<file path="config.mk">
export PLATFORM = sky130hd
export DESIGN_NAME = spi_req_validator
export DESIGN_NICKNAME = d
export VERILOG_FILES = /design/src/rtl/spi_chk_pkg.sv /design/src/rtl/spi_limit_chk.sv /design/src/rtl/spi_lane_chk.sv /design/src/rtl/spi_mode_chk.sv /design/src/rtl/spi_req_validator.sv
export SDC_FILE = /design/constraint.sdc
export NUM_CORES = 1
export LEC_CHECK = 0
export BUFFER_PORTS_ARGS = -buffer_cell sky130_fd_sc_hd__buf_2
export CORE_AREA = 2 2 174 176
export CTS_BUF_LIST = sky130_fd_sc_hd__clkbuf_16
export CTS_CLUSTER_DIAMETER = 200
export DETAILED_ROUTE_END_ITERATION = 8
export DIE_AREA = 0 0 176 178
export PLACE_DENSITY = 0.42
export SLEW_MARGIN = 25
export SYNTH_ARGS = -nofsm -noshare
export SYNTH_HDL_FRONTEND = slang
export SYNTH_SLANG_ARGS = --single-unit
</file>
<file path="constraint.sdc">
create_clock -name clk_i -period 1 [get_ports clk_i]
set_clock_uncertainty 0.05 [all_clocks]
set_input_delay 0.15 -clock clk_i [delete_from_list [all_inputs] [get_ports clk_i]]
set_output_delay 0.15 -clock clk_i [all_outputs]
set_load 0.05 [all_outputs]
</file>
<file path="src/rtl/spi_chk_pkg.sv">
package spi_chk_pkg;
  typedef enum logic [1:0] {
    ST_OK    = 2'd0,
    ST_PARAM = 2'd1,
    ST_XFER  = 2'd2
  } status_e;

  // request mode word bit positions
  localparam int MB_PHASE = 0;
  localparam int MB_POL   = 1;
  localparam int MB_CSHI  = 2;
  localparam int MB_LSB   = 3;
  localparam int MB_LOOP  = 4;
  localparam int MB_LAST  = MB_LOOP;

  // capability mode bit positions
  localparam int CB_PHASE = 0;
  localparam int CB_POL   = 2;
  localparam int CB_CSHI  = 4;
  localparam int CB_LSB   = 5;
  localparam int CB_LOOP  = 6;
  localparam int CAP_MODE_W = CB_LOOP + 1;
endpackage

</file>
<file path="src/rtl/spi_limit_chk.sv">
module spi_limit_chk #(
  parameter int   W              = 32,
  parameter logic ZERO_UNLIMITED = 1'b1
) (
  input  logic [W-1:0] req_i,
  input  logic [W-1:0] max_i,
  output logic         bad_o
);
  logic over;
  assign over = req_i > max_i;

  generate
    if (ZERO_UNLIMITED) begin : g_unlim
      assign bad_o = (max_i != '0) && over;
    end else begin : g_unsup
      assign bad_o = (max_i == '0) ? (req_i != '0) : over;
    end
  endgenerate
endmodule

</file>
<file path="src/rtl/spi_lane_chk.sv">
module spi_lane_chk #(
  parameter int LW = 8
) (
  input  logic [LW-1:0] req_i,
  input  logic [2:0]    cap_i,
  output logic          bad_o
);
  always_comb begin
    case (req_i)
      LW'(0), LW'(1): bad_o = 1'b0;
      LW'(2):         bad_o = !cap_i[0];
      LW'(4):         bad_o = !cap_i[1];
      LW'(8):         bad_o = !cap_i[2];
      default:        bad_o = 1'b1;
    endcase
  end
endmodule

</file>
<file path="src/rtl/spi_mode_chk.sv">
module spi_mode_chk
  import spi_chk_pkg::*;
#(
  parameter int MW = 32
) (
  input  logic [MW-1:0]         req_i,
  input  logic [CAP_MODE_W-1:0] cap_i,
  output logic                  bad_o
);
  function automatic logic sel_bad(input logic [1:0] allow, input logic v);
    case (allow)
      2'b00:   sel_bad = 1'b0;
      2'b01:   sel_bad = v;
      2'b10:   sel_bad = !v;
      default: sel_bad = 1'b1;
    endcase
  endfunction

  logic hi_bad, feat_bad, clk_bad;

  generate
    if (MW > MB_LAST + 1) begin : g_hi
      assign hi_bad = |req_i[MW-1:MB_LAST+1];
    end else begin : g_nohi
      assign hi_bad = 1'b0;
    end
  endgenerate

  assign clk_bad = sel_bad(cap_i[CB_PHASE+:2], req_i[MB_PHASE])
                 | sel_bad(cap_i[CB_POL+:2],   req_i[MB_POL]);

  assign feat_bad = (req_i[MB_CSHI] & !cap_i[CB_CSHI])
                  | (req_i[MB_LSB]  & !cap_i[CB_LSB])
                  | (req_i[MB_LOOP] & !cap_i[CB_LOOP]);

  assign bad_o = hi_bad | clk_bad | feat_bad;
endmodule

</file>
<file path="src/rtl/spi_req_validator.sv">
module spi_req_validator
  import spi_chk_pkg::*;
#(
  parameter int CS_W   = 8,
  parameter int BPW_W  = 8,
  parameter int MASK_W = 32,
  parameter int LANE_W = 8,
  parameter int MODE_W = 32,
  parameter int FREQ_W = 32,
  parameter int DLY_W  = 32
) (
  input  logic                  clk_i,
  input  logic                  rst_ni,
  input  logic                  start_i,
  input  logic                  xfer_fail_i,
  input  logic [CS_W-1:0]       cap_cs_count_i,
  input  logic [2:0]            cap_tx_lanes_i,
  input  logic [2:0]            cap_rx_lanes_i,
  input  logic [MASK_W-1:0]     cap_bpw_mask_i,
  input  logic [CAP_MODE_W-1:0] cap_mode_i,
  input  logic [FREQ_W-1:0]     cap_max_freq_i,
  input  logic [DLY_W-1:0]      cap_max_word_dly_i,
  input  logic [DLY_W-1:0]      cap_max_setup_i,
  input  logic [DLY_W-1:0]      cap_max_hold_i,
  input  logic [DLY_W-1:0]      cap_max_inact_i,
  input  logic [CS_W-1:0]       req_cs_i,
  input  logic [BPW_W-1:0]      req_bpw_i,
  input  logic [LANE_W-1:0]     req_tx_lanes_i,
  input  logic [LANE_W-1:0]     req_rx_lanes_i,
  input  logic [MODE_W-1:0]     req_mode_i,
  input  logic [FREQ_W-1:0]     req_freq_i,
  input  logic [DLY_W-1:0]      req_word_dly_i,
  input  logic [DLY_W-1:0]      req_setup_i,
  input  logic [DLY_W-1:0]      req_hold_i,
  input  logic [DLY_W-1:0]      req_inact_i,
  output logic                  valid_o,
  output logic [1:0]            status_o,
  output logic                  launch_o
);
  localparam int NDLY = 4;

  logic                       cs_bad, bpw_bad, tx_bad, rx_bad, mode_bad, freq_bad;
  logic [NDLY-1:0]            dly_bad;
  logic [NDLY-1:0][DLY_W-1:0] dly_req, dly_cap;
  logic                       param_bad;
  logic                       valid_q, launch_q;
  status_e                    status_q;

  assign cs_bad = req_cs_i >= cap_cs_count_i;

  // mask bit n-1 covers word length n
  always_comb begin
    logic hit;
    hit = 1'b0;
    for (int i = 0; i < MASK_W; i++) begin
      if ((int'(req_bpw_i) == i + 1) && cap_bpw_mask_i[i]) hit = 1'b1;
    end
    bpw_bad = (cap_bpw_mask_i != '0) && !hit;
  end

  spi_lane_chk #(.LW(LANE_W)) u_tx_lane (
    .req_i(req_tx_lanes_i), .cap_i(cap_tx_lanes_i), .bad_o(tx_bad)
  );
  spi_lane_chk #(.LW(LANE_W)) u_rx_lane (
    .req_i(req_rx_lanes_i), .cap_i(cap_rx_lanes_i), .bad_o(rx_bad)
  );

  spi_mode_chk #(.MW(MODE_W)) u_mode (
    .req_i(req_mode_i), .cap_i(cap_mode_i), .bad_o(mode_bad)
  );

  spi_limit_chk #(.W(FREQ_W), .ZERO_UNLIMITED(1'b1)) u_freq (
    .req_i(req_freq_i), .max_i(cap_max_freq_i), .bad_o(freq_bad)
  );

  assign dly_req = {req_inact_i, req_hold_i, req_setup_i, req_word_dly_i};
  assign dly_cap = {cap_max_inact_i, cap_max_hold_i, cap_max_setup_i, cap_max_word_dly_i};

  generate
    for (genvar g = 0; g < NDLY; g++) begin : g_dly
      spi_limit_chk #(.W(DLY_W), .ZERO_UNLIMITED(1'b0)) u_dly (
        .req_i(dly_req[g]), .max_i(dly_cap[g]), .bad_o(dly_bad[g])
      );
    end
  endgenerate

  assign param_bad = cs_bad | bpw_bad | tx_bad | rx_bad | mode_bad | freq_bad | (|dly_bad);

  // failure report wins over a same-cycle start
  always_ff @(posedge clk_i or negedge rst_ni) begin
    if (!rst_ni) begin
      valid_q  <= 1'b0;
      launch_q <= 1'b0;
      status_q <= ST_OK;
    end else begin
      valid_q  <= start_i | xfer_fail_i;
      launch_q <= start_i & !xfer_fail_i & !param_bad;
      if (xfer_fail_i)  status_q <= ST_XFER;
      else if (start_i) status_q <= param_bad ? ST_PARAM : ST_OK;
    end
  end

  assign valid_o  = valid_q;
  assign launch_o = launch_q;
  assign status_o = status_q;


  launch_ok_chk: assert property (@(posedge clk_i) disable iff (!rst_ni)
    launch_o |-> (valid_o && status_o == 2'd0));


  valid_src_chk: assert property (@(posedge clk_i) disable iff (!rst_ni)
    valid_o |-> ($past(start_i) || $past(xfer_fail_i)));


  start_valid_chk: assert property (@(posedge clk_i) disable iff (!rst_ni)
    start_i |=> valid_o);


  xfer_fail_chk: assert property (@(posedge clk_i) disable iff (!rst_ni)
    xfer_fail_i |=> (valid_o && status_o == 2'd2 && !launch_o));


  phase_inv_chk: assert property (@(posedge clk_i) disable iff (!rst_ni)
    (start_i && !xfer_fail_i && cap_mode_i[CB_PHASE+:2] == 2'b11) |=> (status_o == 2'd1));


  cs_range_chk: assert property (@(posedge clk_i) disable iff (!rst_ni)
    (start_i && !xfer_fail_i && req_cs_i >= cap_cs_count_i) |=> !launch_o);
endmodule

</file>
Word level (Yosys, flattened, before mapping). Index checks and enable logic that the tools add are counted.

$lt $le $gt $ge: 6. Equality and inequality tests: 44. Mux-type cells: 43. Bitwise operators: 17. Reduce and logical (&&, ||, !) cells: 67.

Operators by type and width (number): 32-bit nonzero test (6); 32-bit greater-than comparator (5); 8-bit by 6-bit equality test with 1-bit output (second input constant) (16); 32-bit logical NOT (4); 8-bit by 5-bit equality test with 1-bit output (second input constant) (8); 8-bit by 4-bit equality test with 1-bit output (second input constant) (6); 1-bit two-way mux (37); 1-bit logical AND (34); 8-bit by 3-bit equality test with 1-bit output (second input constant) (4); 27-bit OR reduction (1); 8-bit by 2-bit equality test with 1-bit output (second input constant) (3); 8-bit by 1-bit equality test with 1-bit output (second input constant) (2); 8-bit logical NOT (2); 1-bit logical NOT (14); 1-bit OR (12); 8-bit by 7-bit equality test with 1-bit output (second input constant) (1); 8-bit >= comparator (1); 1-bit one-hot mux with 4 select lines (2); 1-bit one-hot mux with 3 select lines (2); 1-bit bitwise AND (5); 2-bit by 1-bit equality test with 1-bit output (second input constant) (2); 2-bit equality test (second input constant) (2); 2-bit logical NOT (2); 2-bit two-way mux (2); 3 further kinds (4).

Register bits after elaboration: 4. Input port bits: 441. Output and inout bits: 4. Word-level logic and storage cells: 180.

Depth between registers and ports, before layout.
Depth in word-level cells: 45. Depth in mapped cells: 9. Gate-level depth less buffers: 9.

By module. Synthesis repeated with hierarchy kept, for this count alone.

Cells, all modules: 800. Area total of the unflattened synthesis: 5713.0 um^2.

By module, submodules not included: spi_limit_chk at g_dly[0].u_dly ... (times used 4, cells an instance 134, area each 942.2 um^2, sequential area each 0.0 um^2); spi_limit_chk at u_freq (times used 1, cells an instance 125, area each 887.1 um^2, sequential area each 0.0 um^2); spi_req_validator (times used 1, cells an instance 108, area each 855.8 um^2, sequential area each 100.1 um^2); spi_mode_chk (times used 1, cells an instance 17, area each 111.4 um^2, sequential area each 0.0 um^2); spi_lane_chk (times used 2, cells an instance 7, area each 45.0 um^2, sequential area each 0.0 um^2).

Worst setup path before layout. OpenSTA, ideal clock, no wires.

Kind: input port to flip-flop. From: input port cap_max_inact_i[14]. To: register status_q[0] (netlist: status_o[0]). Library setup time: 123 ps. Arrival: 1853 ps. Data required time: 827 ps. Path slack: -1026 ps. Stages: 9. Buffers on the path: 0. Cell sequence: inv_1 ha_1 a21oi_1 nand2_1 a221o_1 o31a_1 o211ai_1 o2111ai_2 o221a_1.

Cells in the longest elaborated chain, start to end: 7. Elaborated cells on any way between the ends: 8. Classes of those cells: order compare (1); mux (4); bitwise (1); reduce/logical (2).

Ends and longest elaborated chain: start, declared (RTL line spi_req_validator.sv:25) `input logic [DLY_W-1:0] cap_max_inact_i,`; 32-bit greater-than comparator / 32-bit logical NOT (equally long branches) (RTL line spi_limit_chk.sv:10, spi_limit_chk.sv:16); 1-bit two-way mux * (RTL line spi_limit_chk.sv:16) `assign bad_o = (max_i == '0) ? (req_i != '0) : over;`; 4-bit OR reduction * (RTL line spi_req_validator.sv:87) `assign param_bad = cs_bad | bpw_bad | tx_bad | rx_bad | mode_bad | freq_bad | (|dly_bad);`; 1-bit OR * (RTL line spi_req_validator.sv:87); 1-bit two-way mux * (RTL line spi_req_validator.sv:99) `else if (start_i) status_q <= param_bad ? ST_PARAM : ST_OK;`; 2-bit two-way mux * (RTL line spi_req_validator.sv:99); 2-bit two-way mux * (RTL line spi_req_validator.sv:98) `if (xfer_fail_i) status_q <= ST_XFER;`; end signal, assigned (RTL line spi_req_validator.sv:99); end, declared (RTL line spi_req_validator.sv:47) `status_e status_q;`.

Mark *: on every way between the ends. The rest lies on a longest branch, timed or not. The select of a mux whose other input is x is not followed. A chain may end at the register's enable or synchronous reset.

Worst setup path after layout.
From: input port cap_max_hold_i[14]. To: register status_q[0] (netlist: status_o[0]).

Cells in the longest elaborated chain, start to end: 7. Elaborated cells on any way between the ends: 8. Classes of those cells: order compare (1); mux (4); bitwise (1); reduce/logical (2).

Ends and longest elaborated chain: start, declared (RTL line spi_req_validator.sv:24) `input logic [DLY_W-1:0] cap_max_hold_i,`; 32-bit greater-than comparator / 32-bit logical NOT (equally long branches) (RTL line spi_limit_chk.sv:10, spi_limit_chk.sv:16); 1-bit two-way mux * (RTL line spi_limit_chk.sv:16); 4-bit OR reduction * (RTL line spi_req_validator.sv:87); 1-bit OR * (RTL line spi_req_validator.sv:87); 1-bit two-way mux * (RTL line spi_req_validator.sv:99); 2-bit two-way mux * (RTL line spi_req_validator.sv:99); 2-bit two-way mux * (RTL line spi_req_validator.sv:98).

Marked as above.

==> impl_metrics.py <==
metrics = {
    "outcome": {
        "status": "finished with violations",
        "violations": "setup timing",
    },
    "floorplanning": {
        "fp.coreArea_sq_um": 29400,
        "initial_core_util_pct": 19.2,
        "dieHeight_microns": 178,
        "die-area_sq_um": 31300,
        "top_level_ports": 445,
        "die_w_microns": 176,
        "rows": 63,
    },
    "detailed_routing": {
        "num_vias": 8215,
        "finalWirelength_microns": 30100,
        "wl_per_cell_microns": 16.7,
        "post_drt_via_cell_ratio": 4.55,
        "first_iter_violations": 232,
        "final_antenna_net_count": 0,
        "drc": 0,
        "drtPass1Iterations": 4,
    },
    "yosys": {
        "synth_async_sr_flop_share_pct": 100,
        "synth-edff-count": 0,
        "synthMuxAreaShare_pct": 2.51,
        "synth-seq-area-share_pct": 1.77,
        "syn-cell-area_sq_um": 5640,
        "synthXorXnorAreaFrac_pct": 0,
        "synth.most_common_cell": "inv_1",
        "synthCells": 796,
        "yosys.area_share.simple_pct": 26.9,
        "synth_top_area_cell": "ha_1",
        "yosys_warnings": 0,
        "yosys-top-cells-area": "ha_1, inv_1, nor4_1",
        "synthFlopType": "dfrtp_1",
        "synth_top_family_by_area": "adder cells",
        "synth_fa_ha_area_share_pct": 37.3,
        "synthTopCellsByCount": "inv_1, ha_1, nor4_1, a21oi_1, nand4_1",
        "synth_fp_nets": 1405,
        "synth_compound_area_share_pct": 18.6,
        "synth_cell_type_count": 52,
        "ys_ff_latch": 4,
        "avgSynthCellArea_sq_um": 7.09,
        "yosysTopAreaCellShare_pct": 37.3,
    },
    "grt": {
        "grt_pass1_vias": 8623,
        "antenna_found_initial": 5,
        "use_met1_pct": 23.1,
        "busiest_layer": "met2",
        "grtUsageMet3_pct": 2.43,
        "gr-usage-all-layers_pct": 18.3,
        "grt_max_degree": 11,
        "overflow": 0,
        "use_met2_pct": 33.3,
        "grt_pass1_wl_microns": 45200,
    },
    "setup_path": {
        "end_kind": "register",
        "start_kind": "input pin",
        "path_class": "in2reg",
        "cp.arrival_ns": 2.05,
        "crit_required_ns": 1.05,
        "worstPathMaxFanout": 3,
    },
    "timing": {
        "worst_slew_pin_slew_ns": 0.500,
        "rsz0062_at_grt": "yes",
        "hold_viol_final": 0,
        "fin_ws_ns": -1.00,
        "max_freq_ghz": 0.500,
        "setup_viol": 2,
        "relSlewSlack_pct": 66.3,
        "maxSlewViolCount": 0,
        "min_period_over_period_pct": 200,
        "min_period_ns": 2.00,
    },
    "final_layout": {
        "fin_util_pct": 35.2,
        "syn_to_final_growth_pct": 83.3,
        "multi_input_area_sq_um": 5360,
        "nets": 2022,
        "drive_above_1_share_pct": 49.8,
        "nFillCells": 3217,
        "layout.area.seq_sq_um": 100,
        "stdcell_count": 1806,
    },
    "clock_network": {
        "cts_max_level": 1,
        "cts_buffer_depth": 2,
        "cts_root_buffer": "clkbuf_16",
        "clk_latency_ns": 0.22,
        "clock_sinks": 4,
        "clk_pin_slew_worst_paths_ns": 0.03,
        "cts_tree": "done",
        "cts_made_buffers": 3,
    },
    "placed_design": {
        "portBuffers": 444,
        "hpwlAfterDp_microns": 28300,
        "placed_cells": 1793,
        "routabilityCongestion": 0.903,
    },
    "pwr": {
        "power.density_nw_per_um2": 442,
        "power_leakage_uw": 0.00576,
        "ir_drop_mv": 0.409,
        "total_power_uw": 4570,
    },
    "run": {
        "drv_cap": 0,
    },
    "min_path": {
        "hp-class": "in2reg",
    },
}
==> report_power, final <==
part	switching [uW]	internal [uW]
Sequential	4.99	171
Combinational	1780	2000
Clock	98.4	510
Total	1880	2680
==> sequential cells by signal, indices dropped and copies added (netlist names) <==
signal	count
launch_o	1
valid_o	1
status_o	2
==> layout make-up <==
class / instances / share of cell area (%)
clock buffers: 3 / 0.726
repair buffers: 617 / 34.8
multi-input cells: 601 / 51.9
diodes: 5 / 0.121
flip-flops and latches: 4 / 0.968
inverters: 186 / 6.83
well taps: 390 / 4.72
==> cell families (layout without fill, tap and decap cells) <==
family | after synthesis | after routing
compound gates | 162 | 162
fa+ha+maj | 168 | 168
buf+inv | 191 | 806
flops | 4 | 4
mux | 8 | 8
other cells | 0 | 5
simple gates | 263 | 263
==> cells in the final DEF (no fill, tap or decap), types with 3 or more instances in the layout <==
master     instances
nor2b_1            8
a31oi_1            4
nand3_1           14
nor3_1             6
buf_6             10
o211ai_1          11
inv_4              3
inv_1            172
a221o_1            4
nand2b_1           7
nor4_4             6
a21oi_1           57
buf_2            431
ha_1             145
ha_4              21
nor4_1            80
nor4_2            12
o21ai_1            4
mux4_1             3
nand2_1           39
mux2i_1            4
a21oi_2            6
a21o_1            19
o21ai_0           18
nand4_1           49
clkbuf_16          3
nand3b_1           3
nor2_1            16
inv_2             11
diode_2            5
a221oi_1           4
a211oi_1           4
dfrtp_1            4
buf_4            175
and4_1             8
==> stage by stage <==
stage	instance area (sq um)	setup slack, ns	hold WS [ns]	TNS, ns
after detailed placement	9740	-1.47	-0.0891	-2.83
after global placement	9740	-1.46	-0.0924	-2.86
after CTS	10200	-1.04	0.0766	-1.98
final	10300	-1.00	0.0674	-1.93
after floorplan	5810	-0.878	-0.196	-1.65
after global routing	10300	-1.15	0.0706	-2.20
==> critical path, stage by stage <==
cell and delay, ns:
buf_6 0.10, inv_4 0.05, ha_4 0.20, a21oi_2 0.13
nand2_1 0.06, a22o_1 0.24, o41a_1 0.42, o31ai_2 0.22
buf_4 0.16, o211ai_1 0.11, o221a_1 0.22
==> per-layer routing <==
metal | part of all wire (%) | wire (microns)
met1 | 44 | 13300
met2 | 49 | 14700
met3 | 5.1 | 1530
met4 | 1.7 | 516
met5 | 0 | 0
==> worst paths after layout <==
check	start	end	slack [ns]	cells past startpoint
max reg2reg	status_o[0]	status_o[0]	0.08	2
min reg2reg	status_o[1]	status_o[1]	0.49	2
min	xfer_fail_i	launch_o	0.07	2
max in group asynchronous	rst_ni	status_o[0]	0.51	2
max	cap_max_hold_i[14]	status_o[0]	-1.00	11
min in group asynchronous	rst_ni	valid_o	0.27	2
==> repair_timing <==
item | CTS | global route
hold buffers | 1 | 0
gates resized for setup | 65 | 20
buffers inserted | 3 | 2
endpoints found under the setup margin | 6 | 4
gates cloned | 0 | 0
hold endpoints to repair | 4 | 0
pin swaps | 37 | 9
(Power assumes the default switching activity.)
